### config.mk
export PLATFORM = sky130hd
export DESIGN_NAME = tone_alarm_sound
export DESIGN_NICKNAME = d
export VERILOG_FILES = /design/src/rtl/sg_pkg.sv /design/src/rtl/sg_regs.sv /design/src/rtl/sg_prescale.sv /design/src/rtl/sg_tone.sv /design/src/rtl/sg_alarm.sv /design/src/rtl/tone_alarm_sound.sv
export SDC_FILE = /design/constraint.sdc
export NUM_CORES = 1
export LEC_CHECK = 0
export ABC_AREA = 1
export CAP_MARGIN = 0
export CORE_ASPECT_RATIO = 1.5
export CORE_MARGIN = 2
export CORE_UTILIZATION = 40
export CTS_BUF_LIST = sky130_fd_sc_hd__clkbuf_8
export DETAILED_ROUTE_END_ITERATION = 16
export DONT_BUFFER_PORTS = 1
export GPL_TIMING_DRIVEN = 0
export PLACE_DENSITY = 0.52
export SLEW_MARGIN = 5
export SYNTH_ARGS = -nofsm -noshare
export SYNTH_HDL_FRONTEND = slang
export SYNTH_HIERARCHICAL = 1
export SYNTH_SLANG_ARGS = --single-unit
### constraint.sdc
create_clock -name clk -period 2.5 [get_ports clk]
set_clock_uncertainty 0.15 [all_clocks]
set_input_delay 0.25 -clock clk [delete_from_list [all_inputs] [get_ports clk]]
set_output_delay 0.25 -clock clk [all_outputs]
set_load 0.005 [all_outputs]
### src/rtl/sg_pkg.sv
// Shared register addresses, field types and the decoded control record.
package sg_pkg;
    localparam int ADDR_W = 2;
    localparam int DATA_W = 8;
    localparam int SEL_W  = 3;
    localparam int DIV_W  = 8;

    localparam logic [ADDR_W-1:0] A_TONE  = 2'd0;
    localparam logic [ADDR_W-1:0] A_DIV   = 2'd1;
    localparam logic [ADDR_W-1:0] A_ALARM = 2'd2;

    typedef enum logic [1:0] {
        AM_OFF0  = 2'b00,
        AM_OFF1  = 2'b01,
        AM_GATED = 2'b10,
        AM_CONT  = 2'b11
    } alarm_mode_e;

    typedef struct packed {
        logic [SEL_W-1:0] presc_sel;
        logic             tone_en;
        logic             force_hi;
        logic             src_tone;
        logic [DIV_W-1:0] div_n;
        logic             alarm_4k;
        alarm_mode_e      alarm_mode;
    } sg_cfg_t;
endpackage

### src/rtl/sg_regs.sv
// Control register file. Write-only, so it has no read path.
// Assumes a write strobe lasts one cycle per write. Every field resets to zero.
module sg_regs
    import sg_pkg::*;
(
    input  logic              clk,
    input  logic              rst_n,
    input  logic              wr_en,
    input  logic [ADDR_W-1:0] wr_addr,
    input  logic [DATA_W-1:0] wr_data,
    output sg_cfg_t           cfg
);
    // Capture writes into the decoded control record.
    always_ff @(posedge clk) begin
        if (!rst_n) begin
            cfg <= '0;
        end else if (wr_en) begin
            case (wr_addr)
                A_TONE: begin
                    cfg.presc_sel <= wr_data[SEL_W-1:0];
                    cfg.tone_en   <= wr_data[3];
                    cfg.force_hi  <= wr_data[4];
                    cfg.src_tone  <= wr_data[5];
                end
                A_DIV:   cfg.div_n <= wr_data[DIV_W-1:0];
                A_ALARM: begin
                    cfg.alarm_4k   <= wr_data[0];
                    cfg.alarm_mode <= alarm_mode_e'(wr_data[2:1]);
                end
                default: ;
            endcase
        end
    end


    div_nonzero_chk: assert property (@(posedge clk) disable iff (!rst_n)
        (wr_en && wr_addr == A_DIV) |-> (wr_data != '0));
endmodule

### src/rtl/sg_prescale.sv
// Tone clock prescaler. Code 0 passes the reference tick through. Code k>0
// fires once every 2^(k+1) system cycles from a free-running counter.
// Assumes the reference tick is already a one-cycle pulse.
module sg_prescale #(
    parameter int SEL_W = 3
) (
    input  logic             clk,
    input  logic             rst_n,
    input  logic             ref_tick,
    input  logic [SEL_W-1:0] sel,
    output logic             tick
);
    localparam int NCODE = 1 << SEL_W;
    localparam int CNT_W = NCODE;

    logic [CNT_W-1:0] cnt;
    logic [NCODE-1:0] taps;

    // Free-running divide chain shared by all system-clock taps.
    always_ff @(posedge clk) begin
        if (!rst_n) cnt <= '0;
        else        cnt <= cnt + 1'b1;
    end

    assign taps[0] = ref_tick;
    generate
        for (genvar k = 1; k < NCODE; k++) begin : g_tap
            assign taps[k] = &cnt[k:0];
        end
    endgenerate

    assign tick = taps[sel];


    tick_spacing_chk: assert property (@(posedge clk) disable iff (!rst_n)
        (sel != '0 && tick) |=> (!tick || sel != $past(sel)));
endmodule

### src/rtl/sg_tone.sv
// Programmable tone: a reload down-counter of N+1 ticks, then divide by 4.
// The divider is sampled only at reload. A disable clears both stages.
module sg_tone #(
    parameter int DIV_W = 8
) (
    input  logic             clk,
    input  logic             rst_n,
    input  logic             en,
    input  logic             tick,
    input  logic [DIV_W-1:0] div_n,
    output logic             tone
);
    logic [DIV_W-1:0] cnt;
    logic [1:0]       quad;

    // Count ticks down and advance the quarter-phase counter at each reload.
    always_ff @(posedge clk) begin
        if (!rst_n) begin
            cnt  <= '0;
            quad <= '0;
        end else if (!en) begin
            cnt  <= '0;
            quad <= '0;
        end else if (tick) begin
            if (cnt == '0) begin
                cnt  <= div_n;
                quad <= quad + 1'b1;
            end else begin
                cnt <= cnt - 1'b1;
            end
        end
    end

    assign tone = quad[1];


    count_down_chk: assert property (@(posedge clk) disable iff (!rst_n)
        (en && tick && cnt != '0) |=> (cnt == $past(cnt) - 1'b1));

    reload_value_chk: assert property (@(posedge clk) disable iff (!rst_n)
        (en && tick && cnt == '0) |=> (cnt == $past(div_n)));

    disabled_low_chk: assert property (@(posedge clk) disable iff (!rst_n)
        !en |=> !tone);
endmodule

### src/rtl/sg_alarm.sv
// Fixed alarm tone from the reference tick. The top bit of the counter
// gives ref/16 and the next bit gives ref/8. An envelope window of
// ENV_ON + ENV_OFF ticks gates the tone in mode 10.
module sg_alarm
    import sg_pkg::*;
#(
    parameter int ALM_W   = 4,
    parameter int ENV_ON  = 64,
    parameter int ENV_OFF = 64
) (
    input  logic        clk,
    input  logic        rst_n,
    input  logic        ref_tick,
    input  logic        base_4k,
    input  alarm_mode_e mode,
    output logic        alarm
);
    localparam int TAP_SLOW = ALM_W - 1;
    localparam int TAP_FAST = ALM_W - 2;
    localparam int ENV_LEN  = ENV_ON + ENV_OFF;
    localparam int ENV_W    = $clog2(ENV_LEN);

    logic [ALM_W-1:0] acnt;
    logic [ENV_W-1:0] env;
    logic             gate;
    logic             base_wave;

    // Advance the alarm divider and envelope position once per reference tick.
    always_ff @(posedge clk) begin
        if (!rst_n) begin
            acnt <= '0;
            env  <= '0;
        end else if (ref_tick) begin
            acnt <= acnt + 1'b1;
            env  <= (env == ENV_W'(ENV_LEN - 1)) ? '0 : env + 1'b1;
        end
    end

    assign gate      = (env < ENV_W'(ENV_ON));
    assign base_wave = base_4k ? acnt[TAP_FAST] : acnt[TAP_SLOW];

    // Apply the alarm mode to the base tone.
    always_comb begin
        case (mode)
            AM_GATED: alarm = base_wave & gate;
            AM_CONT:  alarm = base_wave;
            default:  alarm = 1'b0;
        endcase
    end


    ref_paced_chk: assert property (@(posedge clk) disable iff (!rst_n)
        !ref_tick |=> $stable(acnt));
endmodule

### src/rtl/tone_alarm_sound.sv
// Top level: synchronizes the reference clock into a tick, holds the
// registers, and selects between the tone and alarm paths with a force-high
// override. The speaker output is registered.
// Assumes the reference clock is much slower than clk.
module tone_alarm_sound
    import sg_pkg::*;
#(
    parameter int ENV_ON  = 64,
    parameter int ENV_OFF = 64
) (
    input  logic              clk,
    input  logic              rst_n,
    input  logic              ref_clk,
    input  logic              wr_en,
    input  logic [ADDR_W-1:0] wr_addr,
    input  logic [DATA_W-1:0] wr_data,
    output logic              speaker
);
    sg_cfg_t    cfg;
    logic [2:0] ref_sync;
    logic       ref_tick;
    logic       pre_tick;
    logic       tone;
    logic       alarm;
    logic       mux_out;

    // Two-stage synchronizer plus one stage for rising-edge detection.
    always_ff @(posedge clk) begin
        if (!rst_n) ref_sync <= '0;
        else        ref_sync <= {ref_sync[1:0], ref_clk};
    end
    assign ref_tick = ref_sync[1] & ~ref_sync[2];

    sg_regs u_regs (
        .clk(clk), .rst_n(rst_n), .wr_en(wr_en),
        .wr_addr(wr_addr), .wr_data(wr_data), .cfg(cfg)
    );

    sg_prescale #(.SEL_W(SEL_W)) u_pre (
        .clk(clk), .rst_n(rst_n), .ref_tick(ref_tick),
        .sel(cfg.presc_sel), .tick(pre_tick)
    );

    sg_tone #(.DIV_W(DIV_W)) u_tone (
        .clk(clk), .rst_n(rst_n), .en(cfg.tone_en), .tick(pre_tick),
        .div_n(cfg.div_n), .tone(tone)
    );

    sg_alarm #(.ALM_W(4), .ENV_ON(ENV_ON), .ENV_OFF(ENV_OFF)) u_alarm (
        .clk(clk), .rst_n(rst_n), .ref_tick(ref_tick),
        .base_4k(cfg.alarm_4k), .mode(cfg.alarm_mode), .alarm(alarm)
    );

    // Source select with the force-high override on the tone side.
    always_comb begin
        if (cfg.src_tone) mux_out = cfg.force_hi | tone;
        else              mux_out = alarm;
    end

    // Register the speaker drive.
    always_ff @(posedge clk) begin
        if (!rst_n) speaker <= 1'b0;
        else        speaker <= mux_out;
    end


    force_high_chk: assert property (@(posedge clk) disable iff (!rst_n)
        (cfg.src_tone && cfg.force_hi) |=> speaker);

    alarm_off_chk: assert property (@(posedge clk) disable iff (!rst_n)
        (!cfg.src_tone && !cfg.alarm_mode[1]) |=> !speaker);

    tone_off_chk: assert property (@(posedge clk) disable iff (!rst_n)
        (cfg.src_tone && !cfg.force_hi && !cfg.tone_en && $past(!cfg.tone_en))
        |=> !speaker);

    ref_tick_pulse_chk: assert property (@(posedge clk) disable iff (!rst_n)
        ref_tick |=> !ref_tick);
endmodule

==> flow_summary.json <==
{
  "synth_ff_type": "dfxtp_1",
  "dp_hpwl_mm": 3.970,
  "cp_num_buf_inv": 5,
  "synth_top_area_share": 0.3988,
  "worst_setup_path_start_kind": "flip-flop",
  "reg2regPathDepth": 14,
  "seq_area_frac_synth": 0.3988,
  "track_usage": 0.1775,
  "vias": 2176,
  "total_leakage_power_nw": 1.346,
  "r2r_slack_ps": 330,
  "drive_gt1_frac": 0.09870,
  "hold_path_class": "primary input to flip-flop",
  "path_cells": "ha_1, nand2_1, nor2_4, inv_1, o21ai_1, nand2_1, nand2_1, buf_4, inv_2, buf_6, o31ai_1, inv_1, nand2_1, nor2_1",
  "dieArea_um2": 6937,
  "synth.most_common_cell": "nand2_1",
  "synthTopCellsByArea": "dfxtp_1 (40%), nand2_1 (13%), nor2_1 (10%), inv_1 (7.9%), a21oi_1 (5.4%)",
  "worst_ir_drop_vdd_mv": 0.3383,
  "post_cts_resized": 0,
  "path_depth": 14,
  "status": "completed",
  "syn_area_um2": 2510,
  "ys_seq_elements": 50,
  "rows": 35,
  "die_h_um": 101.0,
  "slew_violations": 0,
  "tightest_slew_ps": 636.9,
  "cp_top_family": "simple AND/OR/NAND/NOR gates",
  "fmax_ghz": 0.4617,
  "r2r_end": "u_tone/cnt[3]$_SDFFE_PN0P_",
  "fillers": 656,
  "rsz0062_at_grt": "false",
  "required_ps": 2560,
  "yosys_warnings": 6,
  "synth_common_cells": "nand2_1 (88), nor2_1 (67), inv_1 (53)",
  "antenna_found_initial": 0,
  "grt_max_degree": 20,
  "fp.dieW_um": 68.68,
  "drv_cap": 0,
  "setup_violations": 0,
  "endpoint_kind": "flip-flop",
  "port_buffers": 0,
  "cp_slowest_cell": "dfxtp_1",
  "htree_levels": 2,
  "syn_inst": 367,
  "drt_wl_total_mm": 5.466,
  "synth.distinct_cells": 32,
  "initial_core_util": 0.4123,
  "crit_arrival_ps": 2220,
  "fin_crit_sh": 0.8663,
  "cts.reportedPaths.clkPinSlew_ps": 90,
  "syn-num-nets": 387,
  "critical_path.most_common_cell": "nand2_1",
  "antenna_left": 0,
  "place_congestion": 0.7337,
  "post_cts_buffers": 0,
  "min_period_ps": 2166,
  "grt_overflow": 0,
  "relSlewSlack": 0.5740,
  "fin_setup_tns_ps": 0,
  "synth-edff-count": 0,
  "dr.pass1.iters": 4,
  "fin_nets": 405,
  "drc": 0,
  "async_reset_ff_frac": 0,
  "grt_pass1_wl_mm": 9.239,
  "r2r_start": "u_pre/cnt[0]$_SDFF_PN0_",
  "seq_area_um2": 1001,
  "avgViaCountPerCell": 4.741,
  "hold_violations": 0,
  "wl_per_cell_um": 11.91,
  "multi_input_area_um2": 1227,
  "avgSynthCellArea_um2": 6.839,
  "critPathLaunch": "u_pre/cnt[0]$_SDFF_PN0_",
  "synth_top_area_cell": "dfxtp_1",
  "grt_pass1_vias": 2115,
  "drt_iter0_markers": 59,
  "critPathMaxFanout": 10,
  "syn_to_final_growth_pct": 12.56,
  "antenna_cells": 0,
  "clock_path_buffers": 2,
  "core_area_um2": 6087,
  "ios": 15,
  "max_stage_delay_ps": 380,
  "cts_sinks": 50,
  "hold_buffers": 11,
  "crit_end": "u_tone/cnt[3]$_SDFFE_PN0P_",
  "crit_type": "flip-flop to flip-flop",
  "clk_latency_ps": 300,
  "power_mw": 1.576,
  "cts-root-buf": "clkbuf_8",
  "cts_tree": "yes",
  "cts_made_buffers": 5,
  "powerDensity_nw_per_um2": 557.7
}
[report_power, final]
| part | switching (mW) | internal, mW |
|---|---|---|
| clock | 0.262 | 0.321 |
| combinational | 0.0931 | 0.0620 |
| sequential | 0.0171 | 0.821 |
| total | 0.372 | 1.20 |
[cells in the final DEF, fill, tap and decap left out]
| cell | n |
|---|---|
| xor2_1 | 3 |
| nand2_1 | 88 |
| o31ai_1 | 1 |
| clkinv_2 | 1 |
| nor2_2 | 5 |
| ha_1 | 6 |
| nand2_4 | 2 |
| inv_1 | 53 |
| nor3b_1 | 1 |
| dfxtp_1 | 50 |
| buf_4 | 1 |
| a31oi_1 | 1 |
| clkbuf_8 | 6 |
| nand3_1 | 21 |
| nand3_2 | 1 |
| o21ai_1 | 2 |
| buf_6 | 3 |
| nor3_2 | 1 |
| buf_2 | 4 |
| o211a_1 | 1 |
| o21a_1 | 1 |
| nor3_1 | 1 |
| nand3_4 | 1 |
| nand2_2 | 4 |
| dlygate4sd3_1 | 11 |
| inv_2 | 2 |
| a211oi_1 | 1 |
| nor2_8 | 1 |
| o21ai_0 | 12 |
| bufinv_16 | 1 |
| nor2_1 | 67 |
| nor2_4 | 3 |
| inv_6 | 1 |
| a21oi_1 | 27 |
| o211ai_2 | 1 |
[metrics by stage]
stage	utilization	hold slack [ps]	cell area (um^2)	std cells	worst slack, ps
after global placement	0.4275	201.3	2603	441	345.5
after detailed placement	0.4275	204.4	2603	441	327.6
final	0.4641	14.15	2825	459	334.2
after global routing	0.4641	7.314	2825	459	180.3
after floorplan	-	193.5	2510	367	579.3
after CTS	0.4641	2.293	2825	459	324.7
[area by class of cell]
| cell class | instances | area share |
|---|---|---|
| clock inverters | 1 | 0.01063 |
| plain buffers | 8 | 0.02170 |
| flip-flops and latches | 50 | 0.3543 |
| well taps | 74 | 0.03277 |
| inverters | 57 | 0.07795 |
| multi-input cells | 252 | 0.4345 |
| clock buffers | 6 | 0.02923 |
| repair buffers | 11 | 0.03897 |
[cells by family (layout without fill, tap and decap cells)]
family                     after synthesis  in the layout  share of synthesized area
and+or+nand+nor                        196            196                     0.3465
buffers and inverters                   65             83                     0.1122
DFF                                     50             50                     0.3988
AOI/OAI and AO/OA                       47             47                     0.1022
adders and majority gates                6              6                    0.02991
xor gates and xnor gates                 3              3                    0.01047
[worst min-delay path by stage]
stage / depth (start not counted) / from / slack (ps) / to
floorplan: 2 / rst_n / 190 / ref_sync[0]$_SDFF_PN0_
global placement: 2 / rst_n / 200 / u_pre/cnt[1]$_SDFF_PN0_
detailed placement: 2 / rst_n / 200 / u_pre/cnt[1]$_SDFF_PN0_
CTS: 4 / wr_data[4] / 2 / u_regs/cfg[12]$_SDFFE_PN0P_
global route: 4 / wr_data[4] / 7 / u_regs/cfg[12]$_SDFFE_PN0P_
finish: 4 / wr_data[3] / 10 / u_regs/cfg[13]$_SDFFE_PN0P_
[metal layers]
metal	vias to the layer above	wire, um	track usage
li1	1165	-	-
met1	971	2248	0.1750
met2	32	2925	0.3491
met3	8	159	0.03464
met4	0	132	0.05538
met5	-	0	0
[state kept, by name (all words and copies together), names as in the netlist]
name          count
u_alarm/env       7
speaker           1
u_pre/cnt         8
u_regs/cfg       17
ref_sync          3
u_tone/cnt        8
u_alarm/acnt      4
u_tone/quad       2
[tightest hold or removal path: stages]
cell and delay (ps):
inv_1 30, nand3_1 60, nand2_1 60, nor2_1 30
No activity file was read; power rests on OpenSTA's default activity.
